===== src/rtl/ssc_profile_pkg.sv =====
package ssc_profile_pkg;
  // Strobes passed from the sequencing control to the ramp datapath
  typedef struct packed {
    logic restart;  // clear ramp offset and remainder on the next edge
    logic turn;     // current word sits at a peak or valley
    logic rising;   // current half ramp goes upward
  } profStrobe_t;
endpackage


===== src/rtl/ssc_profile_ctrl.sv =====
module ssc_profile_ctrl
  import ssc_profile_pkg::*;
#(
  parameter int HALF = 179
) (
  input  logic        clk,
  input  logic        rstN,
  input  logic        modEn,
  output profStrobe_t strobe
);
  localparam int CW = (HALF > 2) ? $clog2(HALF) : 1;
  localparam logic [CW-1:0] LAST = CW'(HALF - 1);

  logic [CW-1:0] kCnt;
  logic          dirUp;

  always_ff @(posedge clk) begin
    if (!rstN || !modEn) begin
      kCnt  <= '0;
      dirUp <= 1'b1;
    end else if (kCnt == LAST) begin
      kCnt  <= '0;
      dirUp <= ~dirUp;
    end else begin
      kCnt <= kCnt + 1'b1;
    end
  end

  always_comb begin
    strobe.restart = !modEn || (kCnt == LAST);
    strobe.turn    = modEn && (kCnt == '0);
    strobe.rising  = dirUp;
  end
endmodule


===== src/rtl/ssc_profile_dp.sv =====
module ssc_profile_dp
  import ssc_profile_pkg::*;
#(
  parameter int BT   = 10,
  parameter int HALF = 179
) (
  input  logic          clk,
  input  logic          rstN,
  input  logic          modEn,
  input  logic          downSpread,
  input  logic [1:0]    ratioSel,
  input  logic [BT-1:0] ampBase,
  input  logic [BT+1:0] meanIn,
  input  logic          meanShift,
  input  profStrobe_t   strobe,
  output logic [BT+1:0] fracOut
);
  localparam int OW = BT + 2;
  localparam int W  = OW + 4;
  localparam int RW = $clog2(HALF) + 2;
  localparam logic [W-1:0]  HALF_W = W'(HALF);
  localparam logic [RW-1:0] HALF_R = RW'(HALF);

  logic [W-1:0]  amp, twoAmp, stepQ, stepRw, meanEff, loLim, hiLim;
  logic [W-1:0]  offs;
  logic [RW-1:0] rem, remSum, stepR;
  logic          carry;

  always_comb begin
    amp     = W'(ampBase) << ratioSel;
    twoAmp  = amp << 1;
    stepQ   = twoAmp / HALF_W;
    stepRw  = twoAmp % HALF_W;
    stepR   = stepRw[RW-1:0];
    meanEff = W'(meanIn) + (meanShift ? (W'(1) << BT) : '0);
    if (downSpread) begin
      hiLim = meanEff;
      loLim = meanEff - twoAmp;
    end else begin
      hiLim = meanEff + amp;
      loLim = meanEff - amp;
    end
    remSum = rem + stepR;
    carry  = (remSum >= HALF_R);
  end

  always_ff @(posedge clk) begin
    if (!rstN || strobe.restart) begin
      offs <= '0;
      rem  <= '0;
    end else if (carry) begin
      offs <= offs + stepQ + W'(1);
      rem  <= remSum - HALF_R;
    end else begin
      offs <= offs + stepQ;
      rem  <= remSum;
    end
  end

  logic [W-1:0] rampWord;
  always_comb begin
    rampWord = strobe.rising ? (loLim + offs) : (hiLim - offs);
    fracOut  = modEn ? rampWord[OW-1:0] : meanEff[OW-1:0];
  end
endmodule


===== src/rtl/ssc_profile_gen.sv =====
module ssc_profile_gen
  import ssc_profile_pkg::*;
#(
  parameter int BT   = 10,
  parameter int HALF = 179,
  parameter int IW   = 6
) (
  input  logic          clk,
  input  logic          rstN,
  input  logic          modEn,
  input  logic          downSpread,
  input  logic [1:0]    ratioSel,
  input  logic [BT-1:0] ampBase,
  input  logic [BT+1:0] meanIn,
  input  logic          meanShift,
  input  logic [IW-1:0] intIn,
  output logic [BT+1:0] fracOut,
  output logic [IW-1:0] intOut,
  output logic          turnPulse
);
  profStrobe_t strobe;

  ssc_profile_ctrl #(.HALF(HALF)) uCtrl (
    .clk(clk), .rstN(rstN), .modEn(modEn), .strobe(strobe)
  );

  ssc_profile_dp #(.BT(BT), .HALF(HALF)) uDp (
    .clk(clk), .rstN(rstN), .modEn(modEn), .downSpread(downSpread),
    .ratioSel(ratioSel), .ampBase(ampBase), .meanIn(meanIn),
    .meanShift(meanShift), .strobe(strobe), .fracOut(fracOut)
  );

  assign turnPulse = strobe.turn;
  assign intOut    = intIn - IW'(meanShift);
endmodule


===== config.mk =====
export PLATFORM = sky130hd
export DESIGN_NAME = ssc_profile_gen
export DESIGN_NICKNAME = d
export VERILOG_FILES = /design/src/rtl/ssc_profile_pkg.sv /design/src/rtl/ssc_profile_ctrl.sv /design/src/rtl/ssc_profile_dp.sv /design/src/rtl/ssc_profile_gen.sv
export SDC_FILE = /design/constraint.sdc
export NUM_CORES = 1
export LEC_CHECK = 0
export ABC_AREA = 1
export BUFFER_PORTS_ARGS = -buffer_cell sky130_fd_sc_hd__buf_4
export CELL_PAD_IN_SITES_DETAIL_PLACEMENT = 0
export CELL_PAD_IN_SITES_GLOBAL_PLACEMENT = 1
export CORE_MARGIN = 3
export CORE_UTILIZATION = 39
export CTS_CLUSTER_SIZE = 10
export DETAILED_ROUTE_END_ITERATION = 10
export GPL_ROUTABILITY_DRIVEN = 0
export PLACE_DENSITY = 0.77
export SLEW_MARGIN = 30
export SYNTH_ARGS = -nofsm -noshare
export SYNTH_HDL_FRONTEND = slang
export SYNTH_HIERARCHICAL = 1
export SYNTH_SLANG_ARGS = --single-unit

===== constraint.sdc =====
create_clock -name clk -period 8.65 [get_ports clk]
set_input_delay 0.4325 -clock clk [delete_from_list [all_inputs] [get_ports clk]]
set_output_delay 0.4325 -clock clk [all_outputs]
set_load 0.05 [all_outputs]

==> results.cfg <==
[cts]
maximum_clock_insertion_buffer_count = 2
clkTransAtPathRegs_ns = 0.05
clock_latency_on_the_worst_skew_pair_ns = 0.28
cts_tree = done
number_of_buffers_created_by_cts = 5
ctsHtreeMaxLevel = 2
cts.hold.buffers_added = 0
clkSinkCount = 31
clock_root_buffer_master = clkbuf_16

[setup_path]
worst_endpoint_data_arrival_time_ns = 8.24
path_depth = 60
r2r_start = uDp/rem[2]$_SDFF_PP0_
worstSetupEndpointType = flip-flop
setup.worst_path.start = ratioSel[0]
critPathBufInv = 11
worst-path-max-fanout = 16
timing.critical_path.slowest_cell_delay_ns = 0.35
r2r-end = uDp/offs[11]$_SDFF_PP0_
critical-path-top-cell-by-count = nand3_4
worst-setup-path-type = primary input to flip-flop
critical_path.endpoint = uDp/offs[11]$_SDFF_PP0_
internal_reg_to_reg_setup_slack_ns = 5.57
worstSetupStartpointType = primary input
cp.required_ns = 8.84
critPathTopFamily = simple AND/OR/NAND/NOR gates
r2r.worst_path.cells = 19
critPathSlowestCell = ha_1

[floorplan]
io-pin-count = 54
initial_utilization_pct = 40.3
die-width_um = 146
die_h_um = 146
overall_die_area_um2 = 21300
core_area_um2 = 19000
number_of_cell_rows = 50

[routing]
routed_wirelength_mm = 21.2
routed_via_density = 4.92
drt-pass1-iter-count = 5
ant_nets = 0
detail_route.wl_per_cell_um = 12.8
drtIter0Drc = 342
vias = 8145
drc_markers = 0

[synth]
syn_area_per_cell_um2 = 5.94
synth_top_cell_area_share_pct = 14.9
ys.warnings.count = 6
ys_top_cells_by_area = nand2_1 (15%), ha_1 (13%), inv_1 (9.5%)
synth-edff-count = 0
post-synth-top-count-cell = nand2_1
ys_seq_area_share_pct = 8.13
netlist_top_cells_count = nand2_1 (304), inv_1 (193), nor2_1 (145), nand3_1 (84), ha_1 (80)
synth_fp_nets = 1408
synthFlopType = dfxtp_1
syn-cell-area_um2 = 7630
synth-seq-cells = 31
synth.lib_cells_used.distinct = 51
async_flop_share_pct = 0
syn_inst = 1286
cell_type_with_the_highest_aggregate_area_in_the_netlist = nand2_1

[hold_path]
worst_hold_path_type = flip-flop to flip-flop

[layout]
area_of_the_multi_input_gates_um2 = 6350
finish.cell_count_without_fillers = 1655
post_route_cells_drive_above_1_share_pct = 19.2
postLayoutCoreUtil_pct = 48.4
fin_nets = 1516
antenna_cells_inserted = 0
nFillCells = 2017
syn2layout_area_growth_pct = 20.1
seq_area_um2 = 621

[sta]
report.final.hold_viol_count = 0
period_share_pct = 93.1
maxSlewViolCount = 0
worst_slew_margin_rel_pct = 52.0
setup_viol = 0
transition_time_at_the_pin_with_the_least_slew_margin_ns = 0.719
fmaxAchievable_mhz = 124
fin_crit_ns = 8.05
worst_clock_skew_ns = 0.00792

[global_routing]
number_of_antenna_violations_at_the_first_check_in_global_routing = 0
global_route.usage.met3_pct = 0.561
grt_usage_pct = 18.4
use_met2_pct = 31.6
grt-ovfl-total = 0
pin_count_of_the_biggest_net_entering_global_routing = 28
most_crowded_layer_after_global_routing = met2
use_met1_pct = 26.6
vias_in_the_first_global_route = 7147
grt_first_pass_wirelength_mm = 33.9

[place]
io_buffers = 53
post-place-cells = 1595
place.detailed.hpwl_mm = 17.1

[flow_run]
max-cap-violations = 0

[run_status]
run_status = finished clean
-- layout make-up --
cell class / count / share of cell area [%]
clock inverter: 1 / 0.0546
sequential: 31 / 6.77
timing repair buffer: 124 / 10.4
clock buffer: 7 / 1.45
multi-input combinational: 1025 / 69.2
inverter: 207 / 8.58
tap: 260 / 3.55
-- worst min-delay path by stage --
stage / from / to / slack (ns) / depth (start not counted)
2_1_floorplan: uCtrl/kCnt[0]$_SDFF_PP0_ / uCtrl/kCnt[0]$_SDFF_PP0_ / 0.43 / 1
3_3_place_gp: uCtrl/kCnt[0]$_SDFF_PP0_ / uCtrl/kCnt[0]$_SDFF_PP0_ / 0.44 / 1
3_5_place_dp: uCtrl/kCnt[0]$_SDFF_PP0_ / uCtrl/kCnt[0]$_SDFF_PP0_ / 0.47 / 1
4_1_cts: uCtrl/kCnt[0]$_SDFF_PP0_ / uCtrl/kCnt[0]$_SDFF_PP0_ / 0.48 / 1
5_1_grt: uCtrl/kCnt[7]$_SDFF_PP0_ / uCtrl/kCnt[7]$_SDFF_PP0_ / 0.51 / 2
6_report: uCtrl/kCnt[0]$_SDFF_PP0_ / uCtrl/kCnt[0]$_SDFF_PP0_ / 0.47 / 1
-- worst reg2reg max path, cell delays in order, from the launching register on --
cell and delay, ns:
dfxtp_1 0.31, ha_1 0.32, a21oi_1 0.13, and2_1 0.15, inv_1 0.06, a21oi_2 0.13
o21bai_2 0.10, a21oi_1 0.15, o21bai_1 0.11, a21o_1 0.18, a21oi_2 0.15, xnor2_1 0.13
inv_1 0.07, xor2_1 0.17, inv_1 0.06, nand4_1 0.24, nand3_4 0.19, buf_4 0.14
nand2_1 0.08, a21oi_2 0.13
-- cell families (layout without fill, tap and decap cells) --
logic type	after synthesis	in the layout	share of synthesized area, %
adder cells (fa/ha/maj)	87	87	14.9
flip-flops	31	31	8.13
buffers and inverters	231	339	12.4
AND/OR/NAND/NOR	678	679	42.3
XOR/XNOR	64	64	7.34
AO/OA/AOI/OAI	194	194	14.8
multiplexers	1	1	0.131
-- through the flow --
| step | setup TNS [ns] | hold WS (ns) | cell area (um2) | setup WS (ns) |
|---|---|---|---|---|
| after global placement | 0 | 0.442 | 8340 | 0.0779 |
| final | 0 | 0.474 | 9170 | 0.600 |
| after global routing | -1.88 | 0.509 | 9170 | -0.117 |
| after detailed placement | -0.787 | 0.468 | 8340 | -0.110 |
| after floorplan | 0 | 0.430 | 7630 | 0.973 |
| after CTS | 0 | 0.479 | 8480 | 0.140 |
-- timing repair --
item	4_1_cts	5_1_grt
endpoints found under the hold margin	0	0
setup buffers	0	50
gates resized for setup	0	76
setup endpoints to repair	0	22
-- state kept, by name, indices dropped and copies added, names as in the netlist --
name,count
uDp/offs,12
uCtrl/kCnt,8
uCtrl/dirUp,1
uDp/rem,10
-- layout by cell type, fill, tap and decap left out, types with 7 or more instances in the layout --
cell type,synthesis,layout
a21oi_1,74,70
a21oi_2,3,7
a31oi_1,10,10
buf_4,2,118
dfxtp_1,31,31
fa_1,7,7
ha_1,80,80
inv_1,193,191
inv_2,11,12
nand2_1,304,289
nand2_2,28,36
nand2_4,10,15
nand3_1,84,78
nand3_2,9,10
nand3_4,7,12
nand4_1,46,46
nor2_1,145,136
nor2_2,13,13
nor2_4,6,15
o21ai_0,63,62
o21bai_1,12,11
o31ai_1,11,11
xnor2_1,14,14
xor2_1,50,49
-- metal layers --
metal,share of wire (%),up-vias
li1,-,4398
met1,51,3644
met2,47,93
met3,2.0,10
met4,0.42,0
met5,0,-
Power is left out: the tool's default activity adds up to more than one toggle a clock period on the data nets, which glitch-free logic cannot reach.
